--- config.mk ---
export PLATFORM = sky130hd
export DESIGN_NAME = cc_line21_enc
export DESIGN_NICKNAME = d
export VERILOG_FILES = /design/src/rtl/cc_line21_enc.sv
export SDC_FILE = /design/constraint.sdc
export NUM_CORES = 1
export LEC_CHECK = 0
export ABC_AREA = 1
export BUFFER_PORTS_ARGS = -buffer_cell sky130_fd_sc_hd__buf_2
export CORE_MARGIN = 3
export CORE_UTILIZATION = 60
export DETAILED_ROUTE_END_ITERATION = 10
export HOLD_SLACK_MARGIN = 0.1
export PLACE_DENSITY = 0.79
export SYNTH_ARGS = -nofsm -noshare
export SYNTH_HDL_FRONTEND = slang
export SYNTH_SLANG_ARGS = --single-unit
--- constraint.sdc ---
create_clock -name clk -period 2.8 [get_ports clk]
set_clock_uncertainty 0.1 [all_clocks]
set_input_delay 0.14 -clock clk [delete_from_list [all_inputs] [get_ports clk]]
set_output_delay 0.14 -clock clk [all_outputs]
set_load 0.01 [all_outputs]
--- src/rtl/cc_line21_enc.sv ---
module cc_line21_enc #(
  parameter int LINE_W       = 10,
  parameter int LINE_F1      = 21,
  parameter int LINE_F2      = 284,
  parameter int HALF_NUM     = 67,
  parameter int HALF_DEN     = 5,
  parameter int RUNIN_HALVES = 14
) (
  input  logic              clk,
  input  logic              rst_n,
  input  logic              line_go,
  input  logic [LINE_W-1:0] line_num,
  input  logic              en_f1,
  input  logic              en_f2,
  input  logic              wr_en,
  input  logic [1:0]        wr_sel,
  input  logic [6:0]        wr_data,
  output logic              cc_out,
  output logic              cc_active,
  output logic              sent_f1,
  output logic              sent_f2
);
  localparam int SYMS  = RUNIN_HALVES + 2 * (3 + 16);
  localparam int IDX_W = $clog2(SYMS + 1);
  localparam int ACC_W = $clog2(HALF_NUM + HALF_DEN + 1);

  logic [6:0]       word_q [4];
  logic [1:0]       sent_q;
  logic             busy;
  logic [IDX_W-1:0] idx;
  logic [ACC_W-1:0] acc;
  logic [15:0]      pay;

  wire hit1  = line_go && !busy && en_f1 && (line_num == LINE_W'(LINE_F1));
  wire hit2  = line_go && !busy && en_f2 && (line_num == LINE_W'(LINE_F2));
  wire start = hit1 || hit2;

  wire [ACC_W-1:0] acc_nx = acc + ACC_W'(HALF_DEN);
  wire             tick   = acc_nx >= ACC_W'(HALF_NUM);
  wire             last   = idx == IDX_W'(SYMS - 1);

  wire       fresh = hit1 ? !sent_q[0] : !sent_q[1];
  wire [6:0] c1    = fresh ? (hit1 ? word_q[0] : word_q[2]) : 7'h00;
  wire [6:0] c2    = fresh ? (hit1 ? word_q[1] : word_q[3]) : 7'h00;

  always_ff @(posedge clk or negedge rst_n) begin
    if (!rst_n) begin
      for (int i = 0; i < 4; i++) word_q[i] <= '0;
    end else if (wr_en) begin
      word_q[wr_sel] <= wr_data;
    end
  end

  for (genvar f = 0; f < 2; f++) begin : g_stat
    wire own_wr  = wr_en && (wr_sel[1] == f[0]);
    wire own_hit = (f == 0) ? hit1 : hit2;
    always_ff @(posedge clk or negedge rst_n) begin
      if (!rst_n)       sent_q[f] <= 1'b1;
      else if (own_wr)  sent_q[f] <= 1'b0;
      else if (own_hit) sent_q[f] <= 1'b1;
    end
  end

  always_ff @(posedge clk or negedge rst_n) begin
    if (!rst_n) begin
      busy <= 1'b0;
      idx  <= '0;
      acc  <= '0;
      pay  <= '0;
    end else if (start) begin
      busy <= 1'b1;
      idx  <= '0;
      acc  <= '0;
      pay  <= {~^c2, c2, ~^c1, c1};
    end else if (busy) begin
      acc <= tick ? acc_nx - ACC_W'(HALF_NUM) : acc_nx;
      if (tick) begin
        if (last) busy <= 1'b0;
        idx <= idx + 1'b1;
      end
    end
  end

  logic [IDX_W-1:0] dpos;
  logic [IDX_W-2:0] bitn;
  logic [IDX_W-1:0] pidx;
  logic             sym;

  always_comb begin
    dpos = idx - IDX_W'(RUNIN_HALVES);
    bitn = dpos[IDX_W-1:1];
    pidx = IDX_W'(bitn) - IDX_W'(3);
    if (idx < IDX_W'(RUNIN_HALVES)) sym = ~idx[0];
    else if (bitn < 2)              sym = 1'b0;
    else if (bitn == 2)             sym = 1'b1;
    else                            sym = pay[pidx[3:0]];
  end

  assign cc_out    = busy && sym;
  assign cc_active = busy;
  assign sent_f1   = sent_q[0];
  assign sent_f2   = sent_q[1];

  assert_quiet_idle_R10: assert property (@(posedge clk) disable iff (!rst_n)
    !cc_active |-> !cc_out);
  assert_runin_high_R3: assert property (@(posedge clk) disable iff (!rst_n)
    $rose(cc_active) |-> cc_out);
  assert_go_starts_R2: assert property (@(posedge clk) disable iff (!rst_n)
    (line_go && !cc_active && en_f1 && line_num == LINE_W'(LINE_F1)) |=> (cc_active && $rose(cc_active)));
  assert_wr_clears_f1_R6: assert property (@(posedge clk) disable iff (!rst_n)
    (wr_en && !wr_sel[1]) |=> !sent_f1);
  assert_wr_clears_f2_R6: assert property (@(posedge clk) disable iff (!rst_n)
    (wr_en && wr_sel[1]) |=> !sent_f2);
  assert_start_marks_R7: assert property (@(posedge clk) disable iff (!rst_n)
    ($rose(cc_active) && !$past(wr_en) && $past(line_num) == LINE_W'(LINE_F2)) |-> sent_f2);
  assert_no_restart_R9: assert property (@(posedge clk) disable iff (!rst_n)
    (cc_active && $past(cc_active)) |-> $stable(sent_f1) || $past(wr_en));
endmodule

==> results of run 1 <==
[worst max-delay path, delay by kind of cell (launching register included)]
| kind | cells | cell delay (ns) |
|---|---|---|
| AOI/OAI and AO/OA | 1 | 0.12 |
| xor gates and xnor gates | 1 | 0.13 |
| DFF | 1 | 0.43 |
| adders and majority gates | 1 | 0.36 |
| buffers and inverters | 3 | 0.47 |
| and+or+nand+nor | 5 | 0.47 |
[area by class of cell]
cell class | instances | area, um2 | area share, %
Multi-Input combinational cell | 365 | 1840 | 44.1
Sequential cell | 60 | 1510 | 36.2
Timing Repair Buffer | 45 | 310 | 7.46
Inverter | 60 | 231 | 5.56
Clock buffer | 14 | 183 | 4.39
Tap cell | 72 | 90.1 | 2.17
Clock inverter | 1 | 5.00 | 0.120
[report_power, final]
group | total [W] | switching, W | leakage (nW) | internal (W)
registers | 0.00112 | 0.000116 | 0.759 | 0.00101
logic | 0.00141 | 0.000873 | 1.33 | 0.000541
clock network | 0.000720 | 0.000308 | 0.0986 | 0.000412
[kinds of logic (layout without fill, tap and decap cells)]
| group | after synthesis | after routing | synth area share (%) |
|---|---|---|---|
| compound gates | 69 | 69 | 10.7 |
| simple gates | 276 | 276 | 33.5 |
| fa+ha+maj | 6 | 6 | 2.05 |
| flops | 60 | 60 | 41.1 |
| buf+inv | 75 | 120 | 8.81 |
| xor+xnor | 14 | 14 | 3.86 |
[sequential cells by signal, summed over array words and instances (netlist names)]
register and count:
acc 7, cc_active 1, idx 6, pay 16, sent_f1 1, sent_f2 1
word_q 28
[cells in the mapped netlist (all sizes together)]
master  number
o22ai        5
a21oi        4
ha           6
clkinv       2
nor2        21
o221ai       4
xor2        10
nor3         5
buf          8
nand3       57
dfstp        2
inv         58
xnor2        4
a31oi        1
a21boi       1
dfrtp       58
or2          1
clkbuf       7
nor4         2
nand3b       1
o21ai       54
nand2      183
nand4        5
nor3b        1
[stage by stage]
step | instance area [um2] | setup slack (ns) | total power (W) | util (%)
4_1_cts | 4160 | 0.147 | 0.00326 | 72.8
5_1_grt | 4160 | 0.0180 | 0.00354 | 72.9
3_5_place_dp | 3850 | 0.519 | 0.00253 | 67.4
6_report | 4160 | 0.265 | 0.00325 | 72.9
2_1_floorplan | 3660 | 0.737 | 0.00231 | -
3_3_place_gp | 3850 | 0.577 | 0.00248 | 67.4
[how the worst max path moves through the flow]
stage,from,to,slack [ns],depth (start not counted)
6_report,idx[1],cc_out,0.27,11
4_1_cts,idx[1],cc_out,0.15,11
5_1_grt,idx[1],cc_out,0.02,11
2_1_floorplan,idx[1],cc_out,0.74,10
3_3_place_gp,idx[1],cc_out,0.58,11
3_5_place_dp,idx[1],cc_out,0.52,11
[what timing repair did]
action                     CTS  global route
gates resized for setup      0             2
hold endpoints to repair    90             0
hold buffers                12             0
setup endpoints to repair    0             1
[routing by layer]
layer,wire length (um),share of wire [%]
met2,3870,51
met4,82,1.1
met5,0,0
met3,285,3.7
met1,3400,44
==> results.py, run 1 <==
metrics = {
    "global_route": {
        "grt_pass1_vias": 3083,
        "grt_first_pass_wirelength_um": 13500,
        "grtUsageMet1_pct": 28.7,
        "grtUsageTotal_pct": 23.2,
        "gr-usage-met2_pct": 41.0,
        "gr-max-usage-layer": "met2",
        "grt_max_degree": 61,
        "met3_usage_pct": 5.13,
        "overflow": 0,
        "antenna_found_initial": 0,
    },
    "layout": {
        "fillers": 463,
        "layout_commonest_cell": "nand2_1",
        "syn_to_final_growth_pct": 13.6,
        "num_antenna_cells": 0,
        "final_cell_count_no_fill": 617,
        "final_cell_mix": "171 x nand2_1, 57 x dfrtp_1, 56 x nand3_1",
        "drive_gt1_share_pct": 15.2,
        "layout.nets": 572,
    },
    "timing": {
        "drv_slew": 0,
        "slew_headroom_pct": 46.3,
        "max_clock_freq_mhz": 395,
        "finalCriticalPeriod_ns": 2.53,
        "worstMarginPinSlew_ns": 0.805,
        "fin_crit_sh_pct": 90.5,
        "rsz0062_at_grt": "no",
        "tns_ns": 0,
        "finalHoldViolations": 0,
        "whs_ns": 0.256,
        "setup_viol": 0,
    },
    "logic_synthesis": {
        "syn_avg_cell_area_um2": 7.32,
        "synth_top_area_share_pct": 39.6,
        "ys_ff_latch": 60,
        "yosys-top-cells-area": "dfrtp_1 40%, nand2_1 18%, nand3_1 7.7%",
        "syn_area_um2": 3660,
        "yosysSeqAreaShare_pct": 41.1,
        "yosysUniqueCellTypes": 38,
        "synth_warnings": 0,
        "netlist_instances": 500,
        "syn-num-nets": 531,
        "synth_top_area_cell": "dfrtp_1",
    },
    "cts": {
        "cts_sinks": 60,
        "cts_buffer_depth": 2,
        "cts_root_buf": "clkbuf_8",
        "htreeDepth": 3,
        "post-cts-setup-buffers": 0,
        "tritoncts": "built",
        "cts_made_buffers": 9,
        "clk-insertion-delay-late_ns": 0.33,
        "path_clk_slew_ns": 0.07,
    },
    "worst_setup_path": {
        "cp_data_required_time_ns": 2.56,
        "critPathMaxFanout": 8,
        "r2r_setup_slack_ns": 0.53,
        "crit_path_top_delay_cell": "dfrtp_2",
        "worstPathCellList": "clkinvlp_4, ha_1, inv_1, nand2_1, nand2_1, xnor2_1, nand3_1, nand3_1, nand2_1, a21oi_1, buf_2",
        "path_class": "register to primary output",
        "worstRegToRegCells": 13,
        "cpMostUsedCell": "nand2_1",
        "r2r-start": "cc_active",
        "cp_slowest_stage_delay_ns": 0.43,
        "worst_setup_path_start_kind": "register",
        "worst_r2r_endpoint": "idx[3]",
        "critPathArrivalTime_ns": 2.29,
        "worstSetupEndpointType": "primary output",
    },
    "power_and_ir_drop": {
        "ir_worst_vdd_mv": 0.576,
        "power_density_nw_per_um2": 782,
        "p_leak_nw": 2.19,
    },
    "floorplanning": {
        "fp.dieArea_um2": 7080,
        "start_util_pct": 64.1,
        "die_w_um": 84.1,
        "die_h_um": 84.1,
        "core_um2": 5710,
        "row_count": 27,
        "io_pins": 29,
    },
    "route": {
        "vias_per_cell": 5.27,
        "num_vias": 3253,
        "drc": 0,
        "ant_nets": 0,
        "wire_per_inst_um": 12.4,
        "dr.pass1.iters": 5,
        "drt_iter0_drc": 206,
        "wl_um": 7640,
    },
    "run_status": {
        "status": "finished clean",
    },
    "placement": {
        "port_buffers": 28,
        "placed_cells": 590,
        "routabilityCongestion": 0.846,
        "dpl.hpwl_um": 5440,
    },
    "run": {
        "max-cap-violations": 0,
    },
    "min_path": {
        "hold_class": "input port to async pin",
    },
}
Note: power is estimated with default switching activity, not from simulation.
==> inputs of run 2 (changes only) <==
--- a/config.mk
+++ b/config.mk
@@ -5,7 +5,7 @@
 export SDC_FILE = /design/constraint.sdc
 export NUM_CORES = 1
 export LEC_CHECK = 0
-export ABC_AREA = 1
+export ABC_AREA = 0
 export BUFFER_PORTS_ARGS = -buffer_cell sky130_fd_sc_hd__buf_2
 export CORE_MARGIN = 3
 export CORE_UTILIZATION = 60
==> run 2 against run 1 <==
Synthesized area shrank 3.1%. Cell area rose by 0.48%. First-iteration DRC count shrank 58%. Combinational power fell by 72%. Wire length shrank 8.0%. Register-to-register slack got worse by 0.25 ns. Sequential power fell by 9%. Global-route usage decreased by 1.1 points. Critical path type unchanged. Largest cell class unchanged. Largest power group is now sequential cells.
==> results.py, run 2 <==
metrics = {
    "run_status": {
        "status": "finished clean",
    },
    "run": {
        "max-cap-violations": 0,
    },
    "timing": {
        "worstMarginPinSlew_ns": 1.09,
        "fin_crit_sh_pct": 98.6,
        "rsz0062_at_grt": "yes",
        "finalHoldViolations": 0,
        "slew_headroom_pct": 27.2,
        "finalCriticalPeriod_ns": 2.76,
        "setup_viol": 0,
        "setup_slack_ns": 0.0389,
        "max_clock_freq_mhz": 362,
        "drv_slew": 0,
    },
    "logic_synthesis": {
        "syn_avg_cell_area_um2": 11.0,
        "yosys-top-cells-area": "dfrtp_1 41%, mux2_2 8.9%, mux2i_1 6.5%",
        "synth_top_area_share_pct": 40.9,
        "yosysMostFrequentCell": "dfrtp_1",
        "yosysSeqAreaShare_pct": 42.4,
        "ys_dominant_reg_cell": "dfrtp_1",
        "syn-num-nets": 354,
        "yosysUniqueCellTypes": 59,
        "ys_ff_latch": 60,
        "ys_async_sr_fraction_pct": 100,
        "netlist_top_cells_count": "58 x dfrtp_1, 31 x nand2_1, 28 x mux2_2",
        "syn_area_um2": 3550,
        "synth_warnings": 0,
        "synth_edf_count": 0,
        "netlist_instances": 323,
        "synth_top_area_cell": "dfrtp_1",
    },
    "floorplanning": {
        "start_util_pct": 63.3,
        "core_um2": 5610,
        "die_w_um": 82.9,
        "die_h_um": 82.9,
        "io_pins": 29,
        "row_count": 27,
        "fp.dieArea_um2": 6870,
    },
    "placement": {
        "dpl.hpwl_um": 4940,
        "routabilityCongestion": 0.881,
        "dpl_worst_slack_ns": 0.200,
        "port_buffers": 28,
        "placed_area_um2": 3760,
    },
    "layout": {
        "syn_to_final_growth_pct": 17.8,
        "largest_register_ffs": 28,
        "layout.nets": 397,
        "fin_area_um2": 4180,
        "final_cell_mix": "58 x dfrtp_1, 31 x nand2_1, 28 x mux2_2, 28 x buf_2, 23 x mux2i_1",
        "num_antenna_cells": 0,
        "top_regs": "word_q (28), pay (16), acc (7)",
        "layout_commonest_cell": "dfrtp_1",
        "largest-register": "word_q",
        "drive_gt1_share_pct": 28.8,
        "fillers": 412,
    },
    "min_path": {
        "hp-start": "wr_sel[0]",
        "hold_class": "input port to register",
    },
    "route": {
        "wire_per_inst_um": 15.8,
        "drc": 0,
        "vias_per_cell": 5.81,
        "wl_um": 7020,
        "drt_iter0_drc": 87,
        "ant_nets": 0,
        "dr.pass1.iters": 4,
        "num_vias": 2576,
    },
    "power_and_ir_drop": {
        "ir_worst_vdd_mv": 0.423,
        "power_density_nw_per_um2": 569,
        "p_leak_nw": 1.94,
    },
    "cts": {
        "cts_sinks": 60,
        "cts_root_buf": "clkbuf_8",
        "path_clk_slew_ns": 0.07,
        "cts_buffer_depth": 2,
        "cts_made_buffers": 9,
        "htreeDepth": 3,
        "tritoncts": "built",
        "clk-insertion-delay-late_ns": 0.34,
    },
    "global_route": {
        "grt_first_pass_wirelength_um": 12400,
        "grt_pass1_vias": 2630,
        "antenna_found_initial": 0,
        "overflow": 0,
        "grtUsageTotal_pct": 22.1,
        "grt_max_degree": 45,
    },
    "worst_setup_path": {
        "r2r-start": "acc[0]",
        "worst_r2r_endpoint": "acc[3]",
        "path_buf_inv": 3,
        "critPathMaxFanout": 6,
        "worstSetupEndpointType": "primary output",
        "critPathArrivalTime_ns": 2.52,
        "worst_setup_path_start_kind": "register",
        "crit_path_top_delay_cell": "or4_4",
        "path_class": "register to primary output",
        "cp-endpoint": "cc_out",
        "cp_num_cells": 9,
        "cp_slowest_stage_delay_ns": 0.53,
        "r2r_setup_slack_ns": 0.28,
        "cp_top_family": "simple AND/OR/NAND/NOR gates",
        "startpoint": "idx[2]",
        "cp_data_required_time_ns": 2.56,
        "worstPathCellList": "buf_6, ha_4, inv_1, nor2_2, or4_4, o2111ai_2, or3b_1, a41o_1, buf_2",
        "worstRegToRegCells": 7,
    },
}
run 2: changes by cell type in the layout (fill, tap and decap cells not counted), sizes merged, moves of 6 or more:
cell and delta:
mux2i +23, xnor2 +18, o31ai +18, buf +6, nand3 -53, nor2 -12, inv -52, o21ai -40
mux2 +28, and2 +6, nand2 -152
run 2: cells by family after synthesis:
logic type / share of synthesized area (%)
flops: 42.4
fa+ha+maj: 2.12
buf+inv: 3.35
simple gates: 13.6
xor+xnor: 7.16
mux: 17.9
compound gates: 13.4
run 2: repair_timing:
item | in CTS | in global routing
hold endpoints to repair | 72 | 0
pin swaps | 3 | 1
hold buffers | 11 | 0
endpoints found under the setup margin | 1 | 1
gates cloned | 0 | 0
buffers inserted | 1 | 0
resized for setup | 9 | 1
run 2: how the worst min path moves through the flow:
| stage | to | slack (ns) | cells after the start |
|---|---|---|---|
| 5_1_grt | word_q[23] | 0.26 | 3 |
| 2_1_floorplan | acc[0] | -0.26 | 0 |
| 3_3_place_gp | sent_f2 | 0.22 | 2 |
| 6_report | word_q[23] | 0.23 | 3 |
| 3_5_place_dp | sent_f2 | 0.22 | 2 |
| 4_1_cts | word_q[23] | 0.23 | 3 |
run 2: worst reg2reg max path: cells and delay by family (launching register included):
kind	cells	cell delay, ns
xor gates and xnor gates	1	0.63
adders and majority gates	1	0.31
DFF	1	0.39
and+or+nand+nor	1	0.20
AOI/OAI and AO/OA	4	0.78
run 2: where the power goes:
group          switching [W]  leakage, nW  internal (W)
combinational       0.000162         1.06      0.000228
sequential         0.0000720        0.746      0.000945
clock               0.000333        0.127      0.000639
run 2: final cells by class:
class | count | area, um2 | area share [%]
repair buffers | 50 | 340 | 8.14
clock buffers | 12 | 155 | 3.71
multi-input cells | 239 | 1970 | 47.2
flip-flops and latches | 60 | 1500 | 36.0
well taps | 72 | 90.1 | 2.16
inverters | 6 | 22.5 | 0.539
clock inverters | 4 | 95.1 | 2.27
run 2: metal layers:
layer | vias to the layer above | global-route usage [%] | share of wire, %
met2 | 39 | 35.8 | 49
met3 | 14 | 3.67 | 2.4
met4 | 0 | 10.1 | 2.3
met5 | - | 0 | 0
met1 | 1260 | 29.2 | 46
li1 | 1263 | - | -
run 2: through the flow:
step / total power [W] / hold slack, ns / TNS (ns) / utilization [%] / cells
4_1_cts: 0.00240 / 0.226 / 0 / 74.5 / 443
3_3_place_gp: 0.00139 / 0.219 / 0 / 67.0 / 415
3_5_place_dp: 0.00141 / 0.223 / 0 / 67.0 / 415
6_report: 0.00238 / 0.232 / 0 / 74.5 / 443
2_1_floorplan: 0.00131 / -0.256 / 0 / - / 323
5_1_grt: 0.00249 / 0.256 / -0.0708 / 74.5 / 443
